File: src/rtl/ddr_rd_capture.sv
module ddr_rd_capture #(
  parameter int DW     = 16,
  parameter int COL_W  = 10,
  parameter int BA_W   = 2,
  parameter int CL_W   = 3,
  parameter int MAX_BL = 8
) (
  input  logic                  clk,
  input  logic                  rst_n,
  input  logic                  req_valid,
  input  logic [BA_W-1:0]       req_bank,
  input  logic [COL_W-1:0]      req_col,
  input  logic [CL_W-1:0]       cas_lat,
  input  logic [1:0]            bl_sel,
  output logic                  req_ready,
  output logic [2:0]            cmd_out,
  output logic [BA_W-1:0]       bank_out,
  output logic [COL_W-1:0]      addr_out,
  input  logic                  dqs_in,
  input  logic [DW-1:0]         dq_in,
  output logic                  rd_valid,
  output logic [MAX_BL*DW-1:0]  rd_data
);
  localparam logic [2:0] CMD_NOP  = 3'b111;
  localparam logic [2:0] CMD_READ = 3'b101;
  localparam int MAX_SLOT = 2 * ((1 << CL_W) - 1) + MAX_BL + 2;
  localparam int CNT_W    = $clog2(MAX_SLOT + 1);
  localparam int SLOT_W   = (MAX_BL > 1) ? $clog2(MAX_BL) : 1;

  logic             phase, busy, dqs_q;
  logic [CNT_W-1:0] cnt, wcnt, bl_q, first, last;
  logic [CL_W-1:0]  cl_q;
  logic             take, edge_seen, in_win;
  logic [SLOT_W-1:0] slot;

  function automatic logic [CNT_W-1:0] bl_decode(input logic [1:0] sel);
    case (sel)
      2'd3:    return CNT_W'(8);
      2'd2:    return CNT_W'(4);
      default: return CNT_W'(2);
    endcase
  endfunction

  assign req_ready = !busy && !phase;
  assign take      = req_valid && req_ready;
  assign cmd_out   = (busy && cnt < CNT_W'(2)) ? CMD_READ : CMD_NOP;
  assign first     = CNT_W'({cl_q, 1'b0});
  assign last      = first + bl_q - CNT_W'(1);
  assign in_win    = busy && cnt >= first && cnt <= last;
  assign edge_seen = dqs_in != dqs_q;
  assign slot      = SLOT_W'(cnt - first);

  always_ff @(posedge clk) begin
    if (!rst_n) begin
      phase    <= 1'b0;
      busy     <= 1'b0;
      dqs_q    <= 1'b1;
      cnt      <= '0;
      wcnt     <= '0;
      bl_q     <= CNT_W'(2);
      cl_q     <= CL_W'(2);
      bank_out <= '0;
      addr_out <= '0;
      rd_valid <= 1'b0;
      rd_data  <= '0;
    end else begin
      phase    <= ~phase;
      dqs_q    <= dqs_in;
      rd_valid <= busy && cnt == last + CNT_W'(1) && wcnt == bl_q;
      if (take) begin
        busy     <= 1'b1;
        cnt      <= '0;
        wcnt     <= '0;
        cl_q     <= cas_lat;
        bl_q     <= bl_decode(bl_sel);
        bank_out <= req_bank;
        addr_out <= req_col;
        rd_data  <= '0;
      end else if (busy) begin
        cnt <= cnt + CNT_W'(1);
        if (cnt == last + CNT_W'(2)) busy <= 1'b0;
        if (in_win && edge_seen) begin
          rd_data[slot*DW +: DW] <= dq_in;
          wcnt <= wcnt + CNT_W'(1);
        end
      end
    end
  end
endmodule

File: config.mk
export PLATFORM = sky130hd
export DESIGN_NAME = ddr_rd_capture
export DESIGN_NICKNAME = d
export VERILOG_FILES = /design/src/rtl/ddr_rd_capture.sv
export SDC_FILE = /design/constraint.sdc
export NUM_CORES = 1
export LEC_CHECK = 0
export CAP_MARGIN = 20
export CORE_UTILIZATION = 30
export CTS_CLUSTER_DIAMETER = 50
export DETAILED_ROUTE_END_ITERATION = 8
export DONT_BUFFER_PORTS = 1
export HOLD_SLACK_MARGIN = 0.03
export MAX_ROUTING_LAYER = met4
export REMOVE_ABC_BUFFERS = 1
export SETUP_SLACK_MARGIN = 0.1
export SYNTH_ARGS = -nofsm -noshare
export SYNTH_HDL_FRONTEND = slang
export SYNTH_SLANG_ARGS = --single-unit
export TNS_END_PERCENT = 10
File: constraint.sdc
create_clock -name clk -period 3.15 [get_ports clk]
set_input_delay 0.315 -clock clk [delete_from_list [all_inputs] [get_ports clk]]
set_output_delay 0.315 -clock clk [all_outputs]
set_load 0.02 [all_outputs]
**Word-level counts from Yosys, hierarchy flattened**

Cells that the tools add are included.

- Flip-flop bits (word level): 162
- Input bits: 37
- Output and inout bits: 145

- $add $sub $neg: 8
- Magnitude comparators: 3
- Equality and inequality tests: 6
- Shift-type cells: 2
- Mux-type cells: 6
- Bitwise logic cells: 2
- Reductions and logical operators: 12

Operator list:

| cell | number |
|---|---|
| $bwmux 128 | 1 |
| $shift 16x34->128 const A | 1 |
| $shiftx 16x34->128 | 1 |
| $neg 7->34 | 1 |
| $add 5x1->5 const B | 3 |
| $eq 5x5->1 | 3 |
| $logic_and 1x1->1 | 8 |
| $pmux 4 s2 | 1 |
| $add 4x5->5 | 1 |
| $add 5x2->5 const B | 1 |
| $ge 5x4->1 | 1 |
| $le 5x5->1 | 1 |
| $lt 5x2->1 const B | 1 |
| $sub 5x1->5 const B | 1 |
| $eq 2x2->1 const B | 2 |
| $mux 1 | 3 |
| $sub 3x3->3 | 1 |
| $logic_not 1->1 | 2 |
| $mux 2 | 1 |
| $not 1->1 | 2 |
| $reduce_and 2->1 | 1 |
| $reduce_or 2->1 | 1 |
| $ne 1x1->1 | 1 |

**Depth between registers and ports, before layout**

Gate-level depths: netlist of the first run.

- Word-level depth: 7
- Depth in mapped cells: 15

**Worst setup path before layout of the first run**

Ideal clock, no wire load.

- Kind: register to register
- Start point: register bl_q[2]
- End point: register rd_data[10]
- Library setup time: 72 ps
- Arrival: 3035 ps
- Path slack: 43 ps
- Cell stages (with the launch flop): 14
- Path buffers: 1
- Period minus slack after synthesis: 3107 ps
- Path through: dfxtp_1 -> inv_1 -> ha_1 -> inv_1 -> ha_1 -> inv_1 -> fa_1 -> xor2_1 -> ha_1 -> a21oi_1 -> o21ai_1 -> a211oi_4 -> buf_8 -> mux2i_1

- Longest elaborated chain between the ends: 6

RTL lines:

| item | RTL line | source |
|---|---|---|
| start: declaration | 31 | `logic [CNT_W-1:0] cnt, wcnt, bl_q, first, last;` |
| start signal: assignment | 75 | `bl_q <= bl_decode(bl_sel);` |
| $add 4x5->5 | 48 | `assign last = first + bl_q - CNT_W'(1);` |
| $sub 5x1->5 | 48 |  |
| $le 5x5->1 | 49 | `assign in_win = busy && cnt >= first && cnt <= last;` |
| $logic_and 1x1->1 | 49 |  |
| $logic_and 1x1->1 | 82 | `if (in_win && edge_seen) begin` |
| $reduce_and 2->1 (no source line) | n/a |  |
| end signal: indexed assignment | 83 | `rd_data[slot*DW +: DW] <= dq_in;` |
| end: declaration | 22 | `output logic [MAX_BL*DW-1:0] rd_data` |

No other way between the ends.
A chain may end at the register's enable or synchronous reset.

**Worst setup path in the final report of the first run**

- Start point: register cl_q[1]
- End point: register rd_data[110]

- Longest elaborated chain between the ends: 6

RTL lines:

| item | RTL line | source |
|---|---|---|
| start: declaration | 32 | `logic [CL_W-1:0] cl_q;` |
| start signal: assignment | 74 | `cl_q <= cas_lat;` |
| $add 4x5->5 | 48 |  |
| $sub 5x1->5 | 48 |  |
| $le 5x5->1 | 49 |  |
| $logic_and 1x1->1 | 49 |  |
| $logic_and 1x1->1 | 82 |  |
| $reduce_and 2->1 (no source line) | n/a |  |

Several ways; a longest one is shown, not always the timed one.

==> summary.md, run 1 <==
| Metric | Value |
|---|---|
| Period utilisation layout | 0.971 |
| NetSw | between 1 and 1.5 mW |
| Min setup slack post-route | 0.0899 ns |
| Die X | ~160 um |
| VDD IR-drop max | 0.345 mV |
| Initial drt markers | about 400 |
| Place WS | -0.0653 ns |
| Row cnt | 55 |
| RSZ-0062 raised after global routing | true |
| Avg Inst Size Synth | just over 9 sq um |
| Residual DRC | 0 |
| Core Area | around 23000 sq um |
| Largest fanout on the critical path | 8 |
| Static Leak | between 3 and 4 nW |
| Crit path max-delay family | adder cells |
| Clk_lat worst skew | 0.44 ns |
| Critical R2R Launch | cl_q[1]$_SDFFE_PN1P_ |
| Worst min-delay path class | in2reg |
| CTS tree | done |
| Status | finished clean |
| DR vias | between 5000 and 6000 |
| First-pass GRT wire length | approximately 32000 um |
| Port buffer count | 0 |
| Routed met3 length | about 1700 um |
| Mapped Area | ~7100 sq um |
| Int Pwr | approximately 3.4 mW |
| Fin. Hold Viols | 0 |
| Comb power frac | 0.116 |
| Largest net degree at the start of global routing | between 100 and 150 |
| Synthesis-to-layout area growth | 22.7% |
| Reg clk slew, reported paths | ~0.07 ns |
| Critical Path AT | ~3.4 ns |
| Rel. slew slack | 0.283 |
| Critical path capture point type | flop |
| Syn. warnings | 0 |
| Internal reg-to-reg setup slack | between 0.08 and 0.09 ns |
| Layout cells sized above 1 | 0.126 |
| Routability congestion estimate | 0.757 |
| Initial antenna violation count | 2 |
| Chip Height | ~160 um |
| CTS buffer count | 17 |
| Reg power frac | 0.444 |
| Sw Ratio | 0.280 |
| P per Cell Area | ~540 nW/um^2 |
| Post-synth cell types | 48 |
| Initial core utilization | 0.310 |
| Routed metal-1 wirelength | between 9000 and 10000 um |
| DR vias/cell | around 4.9 |
| Slowest cell on the critical path | fa_2 |
| Worst-Margin Slew | 1.08 ns |
| H-Tree Depth | 4 |
| Max layer used | met4 |
| Layout Nets | between 800 and 900 |
| Metal2 WL | between 9000 and 10000 um |
| Clock skew | around 0.010 ns |
| #FFs+latches synth | 160 |
| Hold path startpoint | dq_in[3] |
| Clock Sinks | 160 |
| Number of global-route vias before repair | ~5500 |
| Post-Synthesis Cells | between 700 and 800 |
| Worst path required time | between 3 and 4 ns |
| Gr usage total | 0.186 |
| Post-Route WL | between 20000 and 25000 um |
| Part of the power in the clock network | 0.441 |
| Critical path startpoint category | flop |
| Final setup vio count | 0 |
| Sequential-to-total area share from yosys stat | 0.450 |
| Die area | ~24000 sq um |
| Fill cells | roughly 2300 |
| Antenna Nets Post-Route | 0 |
| DP HPWL | approximately 13000 um |
| Crit Reg-Reg Endpoint | rd_data[110]$_SDFFE_PP0P_ |
| Gr ovfl total | 0 |
| CP Buf/Inv Count | 6 |
| Pins Over Slew Limit | 0 |
| Root Buffer | clkbuf_16 |
| Wire length per cell | approximately 19 um |
| Tmin final | approximately 3 ns |
| Hold WS | between 0.04 and 0.05 ns |
| CP max stage delay | 0.44 ns |
| Classification of the worst setup path | reg2reg |
| Reg2Reg Depth | 14 |
| Worst Hold Depth | 2 |
| I/O pin count | 182 |
| Cells along the critical path | inv_1, ha_4, inv_2, ha_4, inv_2, fa_2, ha_1, nand2_4, buf_6, or2_4, buf_6, a211oi_4, clkbuf_16, mux2i_1 |
| # Max-Cap Violations | 0 |
| CTS max path bufs | 2 |
| DR pass1 iterations | 4 |
| Hold Path End | rd_data[19]$_SDFFE_PP0P_ |
| Fmax | 327 MHz |
-- registers in the layout, summed over array words and instances (netlist names) --
signal,flops
bank_out,2
dqs_q,1
addr_out,10
cl_q,3
busy,1
cnt,5
rd_valid,1
bl_q,3
wcnt,5
rd_data,128
phase,1
-- logic make-up after synthesis --
| group | synth area share |
|---|---|
| AO/OA/AOI/OAI | 0.0447 |
| flip-flops | 0.450 |
| XOR/XNOR | 0.0172 |
| adder cells (fa/ha/maj) | 0.0391 |
| multiplexers | 0.189 |
| AND/OR/NAND/NOR | 0.208 |
| buffers and inverters | 0.0519 |
| other | 0.000527 |
-- power by group through the flow --
stage	combinational, mW	clock (mW)	sequential (mW)
after floorplan	0.267	0	2.13
after global placement	0.412	0	2.12
after detailed placement	0.413	0	2.12
after CTS	0.500	2.11	2.07
after global routing	0.591	2.20	2.08
final	0.542	2.06	2.07
-- layout make-up --
cell class	instances	area [sq um]	share of cell area
multi-input cells	546	3640	0.418
flip-flops and latches	160	3210	0.368
repair buffers	80	845	0.0967
clock buffers	18	429	0.0492
well taps	313	392	0.0449
clock inverters	14	141	0.0162
inverters	17	63.8	0.00731
diodes	2	5.00	0.000573
-- placed cells by master (no fill, tap or decap), drive strengths merged --
cell         netlist  final
o21a               1      1
ha                19     19
a21oi             19     19
conb               1      2
dfxtp            160    160
nor3               3      3
nand4b             1      1
clkinv             0      2
mux2i            134    134
nor3b              6      6
nor4b              1      1
a211o              4      4
a211oi             5      5
bufinv             0      1
o21ai              2      2
inv               17     26
a41oi              1      1
nand4              2      2
or2                2      2
xor2               9      9
buf               31     36
or3b               1      1
xnor2              5      5
o211ai             6      6
clkbuf            21     19
nand3b             2      2
clkinvlp           0      2
o211a              2      2
nor2              14     14
nor4               3      3
or3                4      4
and4               1      1
diode              0      2
fa                 2      2
dlygate4sd3        0     43
nand2            220    220
and4b              1      1
nand2b             2      2
nand3             72     72
-- worst reg2reg max path, cell delays in order, from the launching register on --
cell and delay [ns]:
dfxtp_1 0.31, inv_1 0.06, ha_4 0.26, inv_2 0.03
ha_4 0.14, inv_2 0.05, fa_2 0.44, ha_1 0.33
nand2_4 0.07, buf_6 0.11, or2_4 0.25, buf_6 0.13
a211oi_4 0.38, clkbuf_16 0.25, mux2i_1 0.17
-- metrics by stage --
step | util | TNS [ns] | power [mW] | std cells | area [sq um]
3_3_place_gp | 0.328 | -0.232 | 2.53 | 1062 | 7510
6_report | 0.381 | 0 | 4.68 | 1150 | 8730
4_1_cts | 0.374 | 0 | 4.69 | 1139 | 8570
5_1_grt | 0.381 | -0.00282 | 4.87 | 1150 | 8730
2_1_floorplan | - | -361.96 | 2.40 | 723 | 6810
3_5_place_dp | 0.328 | -0.664 | 2.53 | 1062 | 7510
-- routing by layer --
layer	vias up	GRT usage
li1	2696	-
met1	2710	0.242
met2	164	0.259
met3	36	0.0536
met4	0	0.0943
met5	-	-
-- cells in the mapped netlist, drive strengths merged --
cell type / instances / area, sq um
a211o: 4 / 35.0
a21oi: 19 / 95.1
or3b: 1 / 8.76
conb: 1 / 3.75
or3: 4 / 25.0
a211oi: 5 / 67.6
nor3: 3 / 25.0
nor2: 14 / 52.6
ha: 19 / 238
o21a: 1 / 7.51
xnor2: 5 / 43.8
o211a: 2 / 20.0
fa: 2 / 40.0
nand2b: 2 / 12.5
nand4: 2 / 12.5
nor4b: 1 / 8.76
mux2i: 134 / 1340
inv: 17 / 63.8
nand4b: 1 / 8.76
nand2: 220 / 826
clkbuf: 21 / 78.8
nor4: 3 / 40.0
buf: 31 / 226
nor3b: 6 / 50.1
or2: 2 / 12.5
and4b: 1 / 10.0
and4: 1 / 8.76
nand3b: 2 / 15.0
nand3: 72 / 360
xor2: 9 / 78.8
o211ai: 6 / 73.8
a41oi: 1 / 8.76
dfxtp: 160 / 3200
o21ai: 2 / 10.0
-- repair_timing --
item                                   in CTS  in global routing
hold buffers                               40                  3
endpoints found under the hold margin      83                  3
resized for setup                           9                 17
gates cloned                                1                  1
setup buffers                               4                  5
pin swaps                                   8                  6
setup endpoints to repair                  80                 81
-- how the worst max path moves through the flow --
stage | from | end | depth (start not counted) | slack (ns)
floorplan | busy$_SDFF_PN0_ | rd_data[0]$_SDFFE_PP0P_ | 4 | -2.86
global route | cl_q[1]$_SDFFE_PN1P_ | rd_data[102]$_SDFFE_PP0P_ | 14 | -0.003
global placement | bl_q[2]$_SDFFE_PN0P_ | rd_data[20]$_SDFFE_PP0P_ | 13 | -0.02
finish | cl_q[1]$_SDFFE_PN1P_ | rd_data[110]$_SDFFE_PP0P_ | 14 | 0.09
detailed placement | bl_q[2]$_SDFFE_PN0P_ | rd_data[23]$_SDFFE_PP0P_ | 13 | -0.07
CTS | cl_q[1]$_SDFFE_PN1P_ | rd_data[4]$_SDFFE_PP0P_ | 14 | 0.06
(Power assumes the default switching activity.)
==> run 2, diff against run 1 <==
--- a/config.mk
+++ b/config.mk
@@ -6,6 +6,7 @@
 export NUM_CORES = 1
 export LEC_CHECK = 0
 export CAP_MARGIN = 20
+export CORE_MARGIN = 4
 export CORE_UTILIZATION = 30
 export CTS_CLUSTER_DIAMETER = 50
 export DETAILED_ROUTE_END_ITERATION = 8
==> constraint.sdc (replaced) <==
create_clock -name clk -period 3.61 [get_ports clk]
set_input_delay 0.361 -clock clk [delete_from_list [all_inputs] [get_ports clk]]
set_output_delay 0.361 -clock clk [all_outputs]
set_load 0.02 [all_outputs]
==> run 2 against run 1 <==
  * Fmax decreased by 1.0%
  * Global-route usage decreased by 3.1 points
  * Power decreased by 17%
  * Final area is 8.1% lower
  * Worst setup slack better by 0.43 ns
  * Via count shrank 6.9%
  * Critical path type unchanged
  * Highest routed layer unchanged
==> summary.md, run 2 (synthesis gave the netlist of run 1 again) <==
| Metric | Value |
|---|---|
| Part of the power in the clock network | 0.442 |
| Clock skew | 0.00703 ns |
| Critical R2R Launch | bl_q[2]$_SDFFE_PN0P_ |
| Synthesis-to-layout area growth | 12.8% |
| Int Pwr | ~2.8 mW |
| Residual DRC | 0 |
| Antenna Nets Post-Route | 0 |
| Initial core utilization | 0.304 |
| Static Leak | around 3.3 nW |
| Root Buffer | clkbuf_16 |
| Most common cell after layout, fill and taps aside | nand2_1 |
| Reg power frac | 0.470 |
| Rel. slew slack | 0.423 |
| Final setup vio count | 0 |
| P per Cell Area | a little under 500 nW/um^2 |
| I/O pin count | between 150 and 200 |
| H-Tree Depth | 4 |
| NetSw | 1.06 mW |
| Crit Reg-Reg Endpoint | rd_data[1]$_SDFFE_PP0P_ |
| Critical Path AT | approximately 3.5 ns |
| Hold Path End | rd_data[37]$_SDFFE_PP0P_ |
| Commonest cells after routing, fill and taps aside | 220 x nand2_1, 159 x dfxtp_1, 134 x mux2i_1, 72 x nand3_1 |
| Wire length per cell | roughly 18 um |
| VDD IR-drop max | 0.209 mV |
| Die X | 162 um |
| DP HPWL | 13600 um |
| Classification of the worst setup path | reg2reg |
| CTS tree | done |
| Worst min-delay path class | in2reg |
| Initial antenna violation count | 0 |
| # Max-Cap Violations | 0 |
| Number of global-route vias before repair | roughly 5100 |
| Pins Over Slew Limit | 0 |
| Clock Sinks | 160 |
| Port buffer count | 0 |
| DR vias | ~5200 |
| Setup TNS | 0 ns |
| Status | finished clean |
| Critical path startpoint category | flop |
| Reg2Reg Depth | 13 |
| Hold path startpoint | dq_in[5] |
| Reg clk slew, reported paths | 0.07 ns |
| Largest fanout on the critical path | 16 |
| Layout cells sized above 1 | 0.0876 |
| Core Area | 23400 sq um |
| Worst path required time | a little under 4 ns |
| DR vias/cell | ~4.8 |
| Layout Nets | just over 800 |
| Tmin final | between 3 and 4 ns |
| Worst-Margin Slew | between 0.8 and 0.9 ns |
| Initial drt markers | between 300 and 400 |
| Fin. Hold Viols | 0 |
| Die area | 26200 sq um |
| Largest net degree at the start of global routing | roughly 150 |
| Clk_lat worst skew | 0.43 ns |
| Period utilisation layout | 0.857 |
| Total Power | 3.86 mW |
| DR pass1 iterations | 5 |
| Finished Layout Cells | between 1000 and 1500 |
| Gr ovfl total | 0 |
| Post-Route WL | about 20000 um |
| Internal reg-to-reg setup slack | just over 0.5 ns |
| Row cnt | between 50 and 60 |
| Sw Ratio | 0.274 |
| Largest regs | rd_data (128), addr_out (10) |
| Routability congestion estimate | 0.797 |
| RSZ-0062 raised after global routing | false |
| Chip Height | approximately 160 um |
| Critical path capture point type | flop |
| Max FFs per register | 128 |
| Worst Hold Depth | 2 |
| Gr usage total | 0.155 |
| First-pass GRT wire length | 30600 um |
| Fmax | 323 MHz |
| CTS max path bufs | 2 |
| Post-Place Cells | about 1100 |
| Top reg by flops | rd_data |
| N_diodes | 0 |
| CTS buffer count | 17 |
| Comb power frac | 0.088 |
[run 2: critical path, cell delays in order (launching register included)]
cell      delay (ns)
dfxtp_1         0.36
inv_1           0.06
ha_1            0.28
inv_1           0.06
ha_1            0.13
inv_1           0.04
fa_1            0.37
xor2_1          0.20
ha_1            0.30
nand2_1         0.10
or2_1           0.39
a211oi_4        0.30
buf_12          0.23
mux2i_1         0.20
[run 2: worst max-delay path by stage]
| stage | startpoint | end | depth (start not counted) |
|---|---|---|---|
| 4_1_cts | bl_q[2]$_SDFFE_PN0P_ | rd_data[51]$_SDFFE_PP0P_ | 13 |
| 2_1_floorplan | busy$_SDFF_PN0_ | rd_data[0]$_SDFFE_PP0P_ | 4 |
| 3_5_place_dp | bl_q[2]$_SDFFE_PN0P_ | rd_data[51]$_SDFFE_PP0P_ | 13 |
| 6_report | bl_q[2]$_SDFFE_PN0P_ | rd_data[1]$_SDFFE_PP0P_ | 13 |
| 3_3_place_gp | bl_q[2]$_SDFFE_PN0P_ | rd_data[41]$_SDFFE_PP0P_ | 13 |
| 5_1_grt | bl_q[2]$_SDFFE_PN0P_ | rd_data[1]$_SDFFE_PP0P_ | 13 |
[run 2: power by group through the flow]
| stage | combinational (mW) | sequential (mW) | clock [mW] |
|---|---|---|---|
| floorplan | 0.233 | 1.86 | 0 |
| global placement | 0.338 | 1.86 | 0 |
| detailed placement | 0.340 | 1.86 | 0 |
| CTS | 0.344 | 1.82 | 1.76 |
| global route | 0.385 | 1.82 | 1.83 |
| finish | 0.340 | 1.82 | 1.71 |
[run 2: what timing repair did]
action,in CTS,in global routing
hold endpoints to repair,3,0
resized for setup,0,1
setup buffers,0,0
hold buffers,2,0
setup endpoints to repair,0,44
[run 2: routing by layer]
| layer | vias up | part of all wire | track usage |
|---|---|---|---|
| li1 | 2583 | - | - |
| met1 | 2474 | 0.45 | 0.199 |
| met2 | 135 | 0.45 | 0.221 |
| met3 | 27 | 0.082 | 0.0596 |
| met4 | 0 | 0.023 | 0.0565 |
| met5 | - | 0 | - |
[run 2: area by class of cell]
class | count | area [sq um]
fill | 2428 | 15400
sequential | 160 | 3200
clock buffer | 20 | 447
inverter | 17 | 63.8
clock inverter | 12 | 101
timing repair buffer | 21 | 238
tap | 319 | 399
multi-input combinational | 546 | 3570
[run 2: per-stage QoR]
stage | setup slack [ns] | util | area [sq um] | hold WS, ns
3_5_place_dp | 0.342 | 0.318 | 7450 | 0.442
5_1_grt | 0.251 | 0.343 | 8020 | 0.0406
3_3_place_gp | 0.376 | 0.318 | 7450 | 0.440
2_1_floorplan | -2.40 | - | 6810 | 0.424
6_report | 0.518 | 0.343 | 8020 | 0.0646
4_1_cts | 0.327 | 0.343 | 8020 | 0.0416
==> run 3, diff against run 2 <==
==> constraint.sdc (replaced) <==
create_clock -name clk -period 2.8 [get_ports clk]
set_input_delay 0.28 -clock clk [delete_from_list [all_inputs] [get_ports clk]]
set_output_delay 0.28 -clock clk [all_outputs]
set_load 0.02 [all_outputs]
==> run 3 against run 2 <==
  * The flow now finishes with violations (setup timing)
  * Power rose by 41%
  * Worst setup slack worse by 0.53 ns
  * Register-to-register slack lost 0.53 ns
  * Flip-flop and latch count is the same
  * Clock skew rose by 0.0012 ns
  * Critical endpoint is now rd_data[8]$_SDFFE_PP0P_
==> summary.md, run 3 (synthesis gave the netlist of run 1 again) <==
| Metric | Value |
|---|---|
| CP Buf/Inv Count | 6 |
| Most common cell after layout, fill and taps aside | nand2_1 |
| Initial drt markers | between 300 and 400 |
| Die X | 162 um |
| Gr busiest metal | met2 |
| Static Leak | between 3 and 4 nW |
| CP Launch Point | cl_q[1]$_SDFFE_PN1P_ |
| Final setup vio count | 2 |
| Worst min-delay path class | in2reg |
| Die area | 26200 sq um |
| Min setup slack post-route | -0.0169 ns |
| Reg power frac | 0.429 |
| Initial antenna violation count | 0 |
| Synthesis-to-layout area growth | 26.3% |
| CP Capture Point | rd_data[8]$_SDFFE_PP0P_ |
| Cells along the critical path | inv_2, ha_4, inv_4, ha_4, inv_2, fa_2, xor2_2, ha_4, a21oi_4, o21ai_1, buf_4, a211oi_4, buf_6, buf_12, mux2i_1 |
| Sw Ratio | 0.274 |
| Rel. slew slack | 0.561 |
| Layout cells sized above 1 | 0.150 |
| Place WS | -0.227 ns |
| Grt met1 use | 0.216 |
| DR pass1 iterations | 4 |
| Pins Over Slew Limit | 0 |
| RSZ-0062 raised after global routing | true |
| Chip Height | roughly 160 um |
| N_diodes | 0 |
| Status | finished with violations |
| Post-Place Cells | approximately 1100 |
| Part of the power in the clock network | 0.452 |
| Failing checks | setup timing |
| P per Cell Area | 606 nW/um^2 |
| DR vias/cell | approximately 4.8 |
| Fmax | roughly 350 MHz |
| Int Pwr | slightly below 4 mW |
| # Max-Cap Violations | 0 |
| Fin. Hold Viols | 0 |
| Critical Path AT | 3.17 ns |
| Top reg by flops | rd_data |
| Row cnt | 56 |
| Core Area | between 20000 and 25000 sq um |
| Initial core utilization | 0.304 |
| Antenna Nets Post-Route | 0 |
| Classification of the worst setup path | reg2reg |
| Residual DRC | 0 |
| Met2 usage | 0.261 |
| Largest regs | rd_data (128), addr_out (10) |
| Finished Layout Cells | roughly 1200 |
| CTS buffer count | 17 |
| Critical path startpoint category | flop |
| Critical R2R Launch | cl_q[1]$_SDFFE_PN1P_ |
| Layout Nets | between 800 and 900 |
| Comb power frac | 0.119 |
| Reg clk slew, reported paths | around 0.07 ns |
| First-pass GRT wire length | 33700 um |
| DR vias | between 5000 and 6000 |
| Commonest cells after routing, fill and taps aside | 219 x nand2_1, 155 x dfxtp_1, 132 x mux2i_1, 72 x nand3_1, 35 x dlygate4sd3_1 |
| Tmin final | approximately 2.8 ns |
| Max FFs per register | between 100 and 150 |
| Routability congestion estimate | ~0.79 |
| I/O pin count | ~180 |
| Port buffer count | 0 |
| Clock skew | 0.00822 ns |
| Worst path required time | between 3 and 4 ns |
| Slowest cell on the critical path | fa_2 |
| Largest net degree at the start of global routing | 49 |
| Met3 Track Usage GR | 0.0594 |
| Most frequent CP cell | ha_4 |
| Largest fanout on the critical path | 8 |
| Wire length per cell | between 15 and 20 um |
| VDD IR-drop max | 0.277 mV |
| Number of global-route vias before repair | between 5000 and 6000 |
| Crit path max-delay family | adder cells |
| Clk_lat worst skew | 0.43 ns |
| NetSw | around 1.5 mW |
| Worst-Margin Slew | 0.656 ns |
| Reg2Reg Depth | 15 |
| Crit Reg-Reg Endpoint | rd_data[8]$_SDFFE_PP0P_ |
| CP max stage delay | 0.34 ns |
| Period utilisation layout | 1.01 |
| Gr usage total | 0.172 |
| CTS tree | done |
| Internal reg-to-reg setup slack | -0.02 ns |
| Critical path capture point type | flop |
| H-Tree Depth | 4 |
| Root Buffer | clkbuf_16 |
| Post-Route WL | 22100 um |
| DP HPWL | approximately 15000 um |
| Gr ovfl total | 0 |
| Clock Sinks | 160 |
| CTS max path bufs | 2 |
| Crit. path cell count | 15 |
run 3: cell types whose count changed in the layout (fill, tap and decap cells not counted), sizes merged:
cell	previous run	this run
buf	19	54
bufinv	0	2
clkbuf	20	21
clkinv	3	2
clkinvlp	4	2
dlygate4sd3	2	35
inv	22	24
run 3: layout make-up:
class / count / area (sq um)
fill: 2341 / 14400
sequential: 160 / 3210
inverter: 17 / 66.3
clock buffer: 19 / 453
clock inverter: 13 / 169
tap: 319 / 399
timing repair buffer: 91 / 1020
multi-input combinational: 546 / 3660
run 3: worst min-delay path by stage:
stage          cells past startpoint                         to  startpoint  slack [ns]
3_5_place_dp                       1           dqs_q$_SDFF_PN1_       rst_n        0.37
2_1_floorplan                      1           dqs_q$_SDFF_PN1_       rst_n        0.35
4_1_cts                            2  rd_data[104]$_SDFFE_PP0P_    dq_in[8]       -0.03
3_3_place_gp                       1           dqs_q$_SDFF_PN1_       rst_n        0.36
5_1_grt                            2   rd_data[87]$_SDFFE_PP0P_    dq_in[7]        0.08
6_report                           2   rd_data[87]$_SDFFE_PP0P_    dq_in[7]        0.07
run 3: per-layer routing:
layer	wire length [um]	part of all wire
met4	397	0.018
met3	1610	0.073
met2	10400	0.47
met5	0	0
met1	9670	0.44
run 3: power groups by stage:
| stage | Sequential (mW) | Combinational, mW | Clock [mW] |
|---|---|---|---|
| detailed placement | 2.39 | 0.521 | 0 |
| floorplan | 2.40 | 0.300 | 0 |
| CTS | 2.34 | 0.620 | 2.54 |
| global route | 2.34 | 0.708 | 2.63 |
| global placement | 2.39 | 0.515 | 0 |
| finish | 2.34 | 0.646 | 2.46 |
run 3: repair_timing:
item	4_1_cts	5_1_grt
hold buffers	34	1
pin swaps	10	6
endpoints found under the setup margin	133	132
gates cloned	1	2
buffers inserted	3	3
gates resized for setup	21	12
endpoints found under the hold margin	147	7
run 3: stage by stage:
step | utilization | cell area [sq um] | hold slack, ns | total power, mW | setup TNS (ns)
3_3_place_gp | 0.332 | 7760 | 0.360 | 2.90 | -13.02
2_1_floorplan | - | 6810 | 0.353 | 2.70 | -408.51
6_report | 0.384 | 8980 | 0.0668 | 5.45 | -0.0246
5_1_grt | 0.384 | 8980 | 0.0769 | 5.68 | -4.87
4_1_cts | 0.378 | 8830 | -0.0310 | 5.49 | -1.62
3_5_place_dp | 0.332 | 7760 | 0.366 | 2.91 | -20.00
